==> config.mk <==
export PLATFORM = sky130hd
export DESIGN_NAME = uart_rx_stat
export DESIGN_NICKNAME = d
export VERILOG_FILES = /design/src/rtl/uart_rx_stat_pkg.sv /design/src/rtl/rx_flag_fifo.sv /design/src/rtl/wzc_bits.sv /design/src/rtl/uart_rx_stat.sv
export SDC_FILE = /design/constraint.sdc
export NUM_CORES = 1
export LEC_CHECK = 0
export BUFFER_PORTS_ARGS = -buffer_cell sky130_fd_sc_hd__buf_2
export CAP_MARGIN = 0
export CORE_MARGIN = 2
export CORE_UTILIZATION = 35
export CTS_BUF_LIST = sky130_fd_sc_hd__clkbuf_16
export DETAILED_ROUTE_END_ITERATION = 10
export HOLD_SLACK_MARGIN = 0.02
export PLACE_DENSITY = 0.54
export SLEW_MARGIN = 25
export SYNTH_ARGS = -nofsm -noshare
export SYNTH_HDL_FRONTEND = slang
export SYNTH_SLANG_ARGS = --single-unit
==> constraint.sdc <==
create_clock -name clk_i -period 2.86 [get_ports clk_i]
set_input_delay 0.572 -clock clk_i [delete_from_list [all_inputs] [get_ports clk_i]]
set_output_delay 0.572 -clock clk_i [all_outputs]
set_load 0.01 [all_outputs]
==> src/rtl/uart_rx_stat_pkg.sv <==
package uart_rx_stat_pkg;
  typedef struct packed {
    logic       brk;
    logic       fer;
    logic       per;
    logic       oer;
    logic [7:0] data;
  } rx_ent_t;

  localparam int unsigned BIT_BRK   = 15;
  localparam int unsigned BIT_EMPTY = 14;
  localparam int unsigned BIT_FER   = 13;
  localparam int unsigned BIT_PER   = 12;
  localparam int unsigned BIT_OER   = 11;
  localparam int unsigned BIT_ERR   = 10;
  localparam int unsigned CNT_FW    = 5;
endpackage

==> src/rtl/rx_flag_fifo.sv <==
module rx_flag_fifo
  import uart_rx_stat_pkg::*;
#(
  parameter int unsigned DEPTH = 16,
  localparam int unsigned AW   = (DEPTH > 1) ? $clog2(DEPTH) : 1,
  localparam int unsigned CW   = $clog2(DEPTH + 1)
) (
  input  logic          clk_i,
  input  logic          rst_ni,
  input  logic          push_i,
  input  rx_ent_t       ent_i,
  input  logic          pop_i,
  output rx_ent_t       head_o,
  output logic [CW-1:0] count_o,
  output logic          empty_o,
  output logic          drop_o
);
  rx_ent_t       mem [DEPTH];
  logic [AW-1:0] wptr_q, rptr_q, last_ptr;
  logic [CW-1:0] cnt_q;
  logic          full, do_push, do_pop;

  assign full     = (cnt_q == CW'(DEPTH));
  assign empty_o  = (cnt_q == '0);
  assign do_push  = push_i && !full;
  assign do_pop   = pop_i && !empty_o;
  assign drop_o   = push_i && full;
  assign last_ptr = (wptr_q == '0) ? AW'(DEPTH - 1) : wptr_q - AW'(1);

  function automatic logic [AW-1:0] inc(input logic [AW-1:0] p);
    return (p == AW'(DEPTH - 1)) ? '0 : p + AW'(1);
  endfunction

  always_ff @(posedge clk_i or negedge rst_ni) begin
    if (!rst_ni) begin
      wptr_q <= '0;
      rptr_q <= '0;
      cnt_q  <= '0;
    end else begin
      if (do_push) wptr_q <= inc(wptr_q);
      if (do_pop)  rptr_q <= inc(rptr_q);
      cnt_q <= cnt_q + CW'(do_push) - CW'(do_pop);
    end
  end

  // storage carries no reset; head is masked while empty
  always_ff @(posedge clk_i) begin
    if (do_push) mem[wptr_q] <= ent_i;
    if (drop_o)  mem[last_ptr].oer <= 1'b1;
  end

  assign head_o  = empty_o ? '0 : mem[rptr_q];
  assign count_o = cnt_q;

  p_cnt_bound_r3: assert property (@(posedge clk_i) disable iff (!rst_ni)
    cnt_q <= CW'(DEPTH));
  p_full_drop_r5: assert property (@(posedge clk_i) disable iff (!rst_ni)
    (full && push_i && !pop_i) |=> (cnt_q == CW'(DEPTH)));
  p_pop_empty_r12: assert property (@(posedge clk_i) disable iff (!rst_ni)
    (empty_o && pop_i && !push_i) |=> (cnt_q == '0));
endmodule

==> src/rtl/wzc_bits.sv <==
module wzc_bits #(
  parameter int unsigned     N       = 3,
  parameter logic [N-1:0]    RST_VAL = '0
) (
  input  logic         clk_i,
  input  logic         rst_ni,
  input  logic [N-1:0] set_i,
  input  logic [N-1:0] clr_i,
  output logic [N-1:0] q_o
);
  always_ff @(posedge clk_i or negedge rst_ni) begin
    if (!rst_ni) q_o <= RST_VAL;
    else         q_o <= (q_o & ~clr_i) | set_i;  // set wins over clear
  end

  for (genvar k = 0; k < N; k++) begin : g_chk
    p_set_wins_r9: assert property (@(posedge clk_i) disable iff (!rst_ni)
      set_i[k] |=> q_o[k]);
    p_hold_r9: assert property (@(posedge clk_i) disable iff (!rst_ni)
      (q_o[k] && !clr_i[k]) |=> q_o[k]);
    p_clear_r9: assert property (@(posedge clk_i) disable iff (!rst_ni)
      (clr_i[k] && !set_i[k]) |=> !q_o[k]);
  end
endmodule

==> src/rtl/uart_rx_stat.sv <==
module uart_rx_stat
  import uart_rx_stat_pkg::*;
#(
  parameter int unsigned DEPTH = 16,
  parameter int unsigned TXW   = 5,
  localparam int unsigned CW   = $clog2(DEPTH + 1)
) (
  input  logic           clk_i,
  input  logic           rst_ni,
  input  logic           reg_we_i,
  input  logic [31:0]    reg_wdata_i,
  output logic [31:0]    reg_rdata_o,
  input  logic           push_i,
  input  logic [7:0]     push_data_i,
  input  logic           push_brk_i,
  input  logic           push_fer_i,
  input  logic           push_per_i,
  input  logic           push_oer_i,
  input  logic           pop_i,
  output logic [7:0]     rx_data_o,
  input  logic           rx_timeout_i,
  input  logic [TXW-1:0] tx_free_i,
  input  logic [TXW-1:0] tx_trig_i,
  output logic           irq_o
);
  rx_ent_t       ent, head;
  logic [CW-1:0] count;
  logic          empty, drop;
  logic [2:0]    irq_set, irq_clr, irq_q;   // {err, timeout, tx}

  assign ent = '{brk: push_brk_i, fer: push_fer_i, per: push_per_i,
                 oer: push_oer_i, data: push_data_i};

  rx_flag_fifo #(.DEPTH(DEPTH)) u_fifo (
    .clk_i, .rst_ni,
    .push_i, .ent_i(ent), .pop_i,
    .head_o(head), .count_o(count), .empty_o(empty), .drop_o(drop)
  );

  assign irq_set[2] = (push_i && (push_fer_i || push_per_i || push_oer_i)) || drop;
  assign irq_set[1] = rx_timeout_i;
  assign irq_set[0] = (tx_free_i >= tx_trig_i);
  assign irq_clr    = {3{reg_we_i}} & ~reg_wdata_i[BIT_ERR -: 3];

  wzc_bits #(.N(3), .RST_VAL(3'b001)) u_irq (
    .clk_i, .rst_ni, .set_i(irq_set), .clr_i(irq_clr), .q_o(irq_q)
  );

  always_comb begin
    reg_rdata_o            = '0;
    reg_rdata_o[BIT_BRK]   = head.brk;
    reg_rdata_o[BIT_EMPTY] = empty;
    reg_rdata_o[BIT_FER]   = head.fer;
    reg_rdata_o[BIT_PER]   = head.per;
    reg_rdata_o[BIT_OER]   = head.oer;
    reg_rdata_o[BIT_ERR -: 3] = irq_q;
    reg_rdata_o[CNT_FW-1:0]   = CNT_FW'(count);
  end

  assign rx_data_o = head.data;
  assign irq_o     = |irq_q;

  p_empty_flags_r4: assert property (@(posedge clk_i) disable iff (!rst_ni)
    empty |-> (head == '0));
  p_timeout_r7: assert property (@(posedge clk_i) disable iff (!rst_ni)
    rx_timeout_i |=> reg_rdata_o[9]);
endmodule

==> impl_results.html <==
<table>
<tr><th>Metric</th><th>Value</th></tr>
<tr><th colspan="2">Synth</th></tr>
<tr><td>Post-synthesis cell count</td><td>500</td></tr>
<tr><td>Number of distinct standard cells referenced by the synthesized netlist</td><td>45</td></tr>
<tr><td>Flip-flop cell with the highest count after synthesis</td><td>sky130_fd_sc_hd__edfxtp_1</td></tr>
<tr><td>Number of synthesized flops with an enable pin</td><td>roughly 190</td></tr>
<tr><td>Async set-reset flop share out of synthesis</td><td>7.692%</td></tr>
<tr><td>Yosys synthesis warning count</td><td>0</td></tr>
<tr><td>Average cell area after synthesis</td><td>between 15 and 20 µm²</td></tr>
<tr><td>Sequential-to-total area share from yosys stat</td><td>68.82%</td></tr>
<tr><td>Count of state elements after synthesis</td><td>between 200 and 250</td></tr>
<tr><td>Cell area after synthesis</td><td>8961 µm²</td></tr>
<tr><th colspan="2">Die</th></tr>
<tr><td>Core ar.</td><td>25,180 µm²</td></tr>
<tr><td>Width of the die</td><td>164.0 µm</td></tr>
<tr><td>Initial Util</td><td>35.59%</td></tr>
<tr><td>Number of I/O pins</td><td>101</td></tr>
<tr><td>Die Area</td><td>26,900 µm²</td></tr>
<tr><td>Vert. Die Dim</td><td>roughly 160 µm</td></tr>
<tr><td>Number of cell rows</td><td>58</td></tr>
<tr><th colspan="2">Layout</th></tr>
<tr><td>Antenna diode count</td><td>0</td></tr>
<tr><td>Net count, final</td><td>between 600 and 700</td></tr>
<tr><td>Non-Filler Cell Area, Final</td><td>10,610 µm²</td></tr>
<tr><td>Storage element area</td><td>approximately 6200 µm²</td></tr>
<tr><td>Area added between synthesis and finish</td><td>18.36%</td></tr>
<tr><td>Count of filler cells inserted in the layout</td><td>2,205</td></tr>
<tr><td>Post-Layout Cell Count</td><td>934</td></tr>
<tr><td>Multi-input gate area in the final layout</td><td>2527 µm²</td></tr>
<tr><td>Final core area utilization</td><td>42.12%</td></tr>
<tr><td>Top library cells by usage in the layout, fill and taps aside</td><td>sky130_fd_sc_hd__edfxtp_1 (192), sky130_fd_sc_hd__mux4_2 (60), sky130_fd_sc_hd__buf_2 (52), sky130_fd_sc_hd__nor2_1 (32), sky130_fd_sc_hd__buf_4 (30)</td></tr>
<tr><td>Leading cell type in the layout, fill and taps excluded</td><td>sky130_fd_sc_hd__edfxtp_1</td></tr>
<tr><td>Fraction of layout instances using a drive strength above 1</td><td>33.44%</td></tr>
<tr><th colspan="2">GRT</th></tr>
<tr><td>Aggregate global routing overflow</td><td>0</td></tr>
<tr><td>Pin count of the biggest net entering global routing</td><td>28</td></tr>
<tr><td>Via count of the first global-routing pass</td><td>4,966</td></tr>
<tr><td>Initial antenna violation count</td><td>0</td></tr>
<tr><td>First-pass GRT wire length</td><td>about 30,000 µm</td></tr>
<tr><td>Overall fraction of global-route tracks in use</td><td>15.13%</td></tr>
<tr><th colspan="2">Worst hold path</th></tr>
<tr><td>Hold wc startpoint</td><td>rx_timeout_i</td></tr>
<tr><td>Hold Path End</td><td>u_irq.q_o[1]$_DFF_PN0_</td></tr>
<tr><td>Min-Delay Path Class</td><td>input pin to flop</td></tr>
<tr><td>Hold Path Stages</td><td>2</td></tr>
<tr><th colspan="2">Drt</th></tr>
<tr><td>Number of routed nets with antenna violations</td><td>0</td></tr>
<tr><td>Average vias per placed instance</td><td>a little over 5</td></tr>
<tr><td>Remaining routing DRC violations</td><td>0</td></tr>
<tr><td>Number of detailed-route iterations in the first pass</td><td>4</td></tr>
<tr><td>Post-detailed-route wirelength per cell</td><td>around 21 µm</td></tr>
<tr><td>Number of design-rule violations left by the first detailed-router iteration</td><td>469</td></tr>
<tr><td>Count of vias placed by the detailed router</td><td>4,759</td></tr>
<tr><td>Routed wire length</td><td>19,790 µm</td></tr>
<tr><th colspan="2">Timing</th></tr>
<tr><td>Worst rel slew slack</td><td>33.62%</td></tr>
<tr><td>Pins over their slew limit</td><td>0</td></tr>
<tr><td>Peak clock frequency supported by timing</td><td>0.3232 GHz</td></tr>
<tr><td>Worst clock skew</td><td>between 0.01 and 0.015 ns</td></tr>
<tr><td>Final Hold Fails</td><td>0</td></tr>
<tr><td>Min Tclk post-route</td><td>3.094 ns</td></tr>
<tr><td>Part of the cycle the worst path needs</td><td>108.2%</td></tr>
<tr><td>Unrepaired setup endpoints after global routing</td><td>yes</td></tr>
<tr><td>Number of failing setup endpoints in the final timing report</td><td>12</td></tr>
<tr><td>Slew at the pin closest to its max-slew limit</td><td>0.9936 ns</td></tr>
<tr><td>Final setup slack of the worst path</td><td>-0.2340 ns</td></tr>
<tr><th colspan="2">Power</th></tr>
<tr><td>PwrDens</td><td>989.4 nW/µm²</td></tr>
<tr><td>Worst-case vdd ir drop</td><td>0.6124 mV</td></tr>
<tr><td>Leak pwr</td><td>3.693 nW</td></tr>
<tr><td>Overall power after layout</td><td>~10 mW</td></tr>
<tr><th colspan="2">Setup path</th></tr>
<tr><td>Worst setup EP type</td><td>primary output</td></tr>
<tr><td>CP Cell Sequence</td><td>buf_4 &gt; buf_12 &gt; mux4_2 &gt; mux4_2 &gt; nor2b_1 &gt; buf_2</td></tr>
<tr><td>Slack of the worst reg-to-reg path</td><td>0.20 ns</td></tr>
<tr><td>Arrival time at the worst endpoint</td><td>2.52 ns</td></tr>
<tr><td>Worst path required time</td><td>2.29 ns</td></tr>
<tr><td>Path depth of the worst reg2reg path</td><td>7</td></tr>
<tr><td>CP max FO</td><td>9</td></tr>
<tr><td>Startpoint of the worst register-to-register path</td><td>u_fifo.wptr_q[1]$_DFFE_PN0P_</td></tr>
<tr><td>Largest incremental delay on the critical path</td><td>0.53 ns</td></tr>
<tr><td>Critical path class</td><td>flop to primary output</td></tr>
<tr><td>Delay-heaviest family, CP</td><td>multiplexers</td></tr>
<tr><td>Critical path startpoint category</td><td>flop</td></tr>
<tr><td>Number of buffers and inverters on the critical path</td><td>3</td></tr>
<tr><td>Crit path top cell by count</td><td>sky130_fd_sc_hd__mux4_2</td></tr>
<tr><td>FF-to-FF End</td><td>u_fifo.mem[8][10]$_DFFE_PP_</td></tr>
<tr><td>Library cell contributing the largest single delay on the critical path</td><td>sky130_fd_sc_hd__dfrtp_4</td></tr>
<tr><th colspan="2">Place</th></tr>
<tr><td>Number of placed cells counting well taps</td><td>roughly 900</td></tr>
<tr><td>Post-detail-place hpwl</td><td>12,280 µm</td></tr>
<tr><td>Gp weighted congestion</td><td>0.8115</td></tr>
<tr><td>Placement Cell Area</td><td>9803 µm²</td></tr>
<tr><td>IO Port Bufs</td><td>52</td></tr>
<tr><td>Post-Place Setup Slack</td><td>0.2524 ns</td></tr>
<tr><th colspan="2">Clocking</th></tr>
<tr><td>CTS Buffer Depth</td><td>3</td></tr>
<tr><td>Root cell of the clock tree</td><td>sky130_fd_sc_hd__clkbuf_16</td></tr>
<tr><td>Number of levels the H-tree was split into</td><td>1</td></tr>
<tr><td>Number of buffers inserted during clock tree synthesis</td><td>22</td></tr>
<tr><td>Clock slew at reported path FFs</td><td>0.06 ns</td></tr>
<tr><td>Clock Sinks</td><td>208</td></tr>
<tr><td>TritonCTS clock tree</td><td>built</td></tr>
<tr><td>Source-to-sink clock delay at the later pin of the worst-skew pair</td><td>0.51 ns</td></tr>
<tr><th colspan="2">Flow run</th></tr>
<tr><td>Maximum capacitance violations</td><td>0</td></tr>
<tr><th colspan="2">Run status</th></tr>
<tr><td>Outcome</td><td>finished, violations left</td></tr>
<tr><td>Failing checks</td><td>setup timing</td></tr>
</table>
-- area by class of cell --
type                    instances  share of cell area, %
clock buffers                  22                  5.191
clock inverters                18                  1.416
inverters                      20                 0.7078
multi-input cells             241                  23.83
flip-flops and latches        208                  58.19
well taps                     330                  3.893
repair buffers                 95                  6.771
-- cell usage after synthesis, types with 2 or more instances --
master | number | area share [%]
sky130_fd_sc_hd__xor2_1 | 2 | 0.20
sky130_fd_sc_hd__o21ai_0 | 2 | 0.11
sky130_fd_sc_hd__o21bai_1 | 2 | 0.17
sky130_fd_sc_hd__nor4_1 | 2 | 0.14
sky130_fd_sc_hd__nor2_1 | 32 | 1.3
sky130_fd_sc_hd__ha_1 | 14 | 2.0
sky130_fd_sc_hd__a21o_1 | 5 | 0.42
sky130_fd_sc_hd__nand2b_1 | 8 | 0.56
sky130_fd_sc_hd__xnor2_1 | 5 | 0.49
sky130_fd_sc_hd__buf_2 | 4 | 0.22
sky130_fd_sc_hd__edfxtp_1 | 192 | 64
sky130_fd_sc_hd__mux4_2 | 60 | 15
sky130_fd_sc_hd__dfrtp_1 | 15 | 4.2
sky130_fd_sc_hd__a21oi_1 | 10 | 0.56
sky130_fd_sc_hd__nor3_1 | 5 | 0.28
sky130_fd_sc_hd__nor2b_1 | 24 | 1.7
sky130_fd_sc_hd__clkbuf_1 | 19 | 0.80
sky130_fd_sc_hd__nand2_1 | 7 | 0.29
sky130_fd_sc_hd__buf_4 | 25 | 2.1
sky130_fd_sc_hd__nand3_1 | 7 | 0.39
sky130_fd_sc_hd__a31oi_1 | 7 | 0.49
sky130_fd_sc_hd__inv_1 | 20 | 0.84
sky130_fd_sc_hd__nand4_1 | 2 | 0.14
sky130_fd_sc_hd__a311oi_1 | 3 | 0.29
sky130_fd_sc_hd__a211oi_1 | 3 | 0.25
sky130_fd_sc_hd__mux2_2 | 4 | 0.50
sky130_fd_sc_hd__or3_1 | 2 | 0.14
sky130_fd_sc_hd__and2_1 | 2 | 0.14
-- stage by stage --
| stage | TNS, ns | hold slack [ns] |
|---|---|---|
| 3_5_place_dp | 0 | 0.5042 |
| 6_report | -2.301 | 0.2582 |
| 4_1_cts | -2.695 | 0.2373 |
| 2_1_floorplan | 0 | 0.2764 |
| 3_3_place_gp | 0 | 0.4731 |
| 5_1_grt | -3.239 | 0.2571 |
-- what timing repair did --
item / 4_1_cts / 5_1_grt
gates resized for setup: 2 / 3
hold endpoints to repair: 15 / 0
hold buffers: 1 / 0
buffers inserted: 4 / 1
setup endpoints to repair: 12 / 12
-- state kept, by name (all words and copies together), names as in the netlist --
register and cells:
u_fifo.count_o 5, u_fifo.mem 192, u_fifo.rptr_q 4, u_fifo.wptr_q 4
u_irq.q_o 3
-- worst max path at each step --
stage	to	depth (start not counted)	from
6_report	reg_rdata_o[11]	6	u_fifo.rptr_q[0]$_DFFE_PN0P_
2_1_floorplan	u_fifo.mem[10][0]$_DFFE_PP_	8	u_fifo.wptr_q[0]$_DFFE_PN0P_
5_1_grt	rx_data_o[2]	5	u_fifo.rptr_q[0]$_DFFE_PN0P_
3_5_place_dp	u_fifo.mem[8][6]$_DFFE_PP_	7	u_fifo.wptr_q[1]$_DFFE_PN0P_
4_1_cts	rx_data_o[2]	5	u_fifo.rptr_q[0]$_DFFE_PN0P_
3_3_place_gp	reg_rdata_o[12]	5	u_fifo.rptr_q[0]$_DFFE_PN0P_
-- cell families (layout without fill, tap and decap cells) --
family	Yosys count	count (layout)	share of synthesized area, %
muxes	65	65	15.69
adders and majority gates	15	15	2.178
other	1	19	0.04185
xor gates and xnor gates	7	7	0.6842
and+or+nand+nor	99	99	5.920
DFF	208	208	68.82
AOI/OAI and AO/OA	36	36	2.667
buffers and inverters	69	155	3.993
-- per-layer routing --
metal  track usage, %  wire length (µm)  part of all wire, %  vias to the layer above
li1                 -                 -                    -                     2098
met1            21.12              8917                   45                     2503
met2            24.85              9469                   48                      130
met3            2.677              1011                  5.1                       28
met4            3.549               390                  2.0                        0
met5                0                 0                    0                        -
-- power by group --
part,switching [mW],internal (mW)
sequential,0.277,3.76
clock,1.16,1.59
combinational,1.81,1.91
total,3.24,7.25
(Power assumes the default switching activity.)
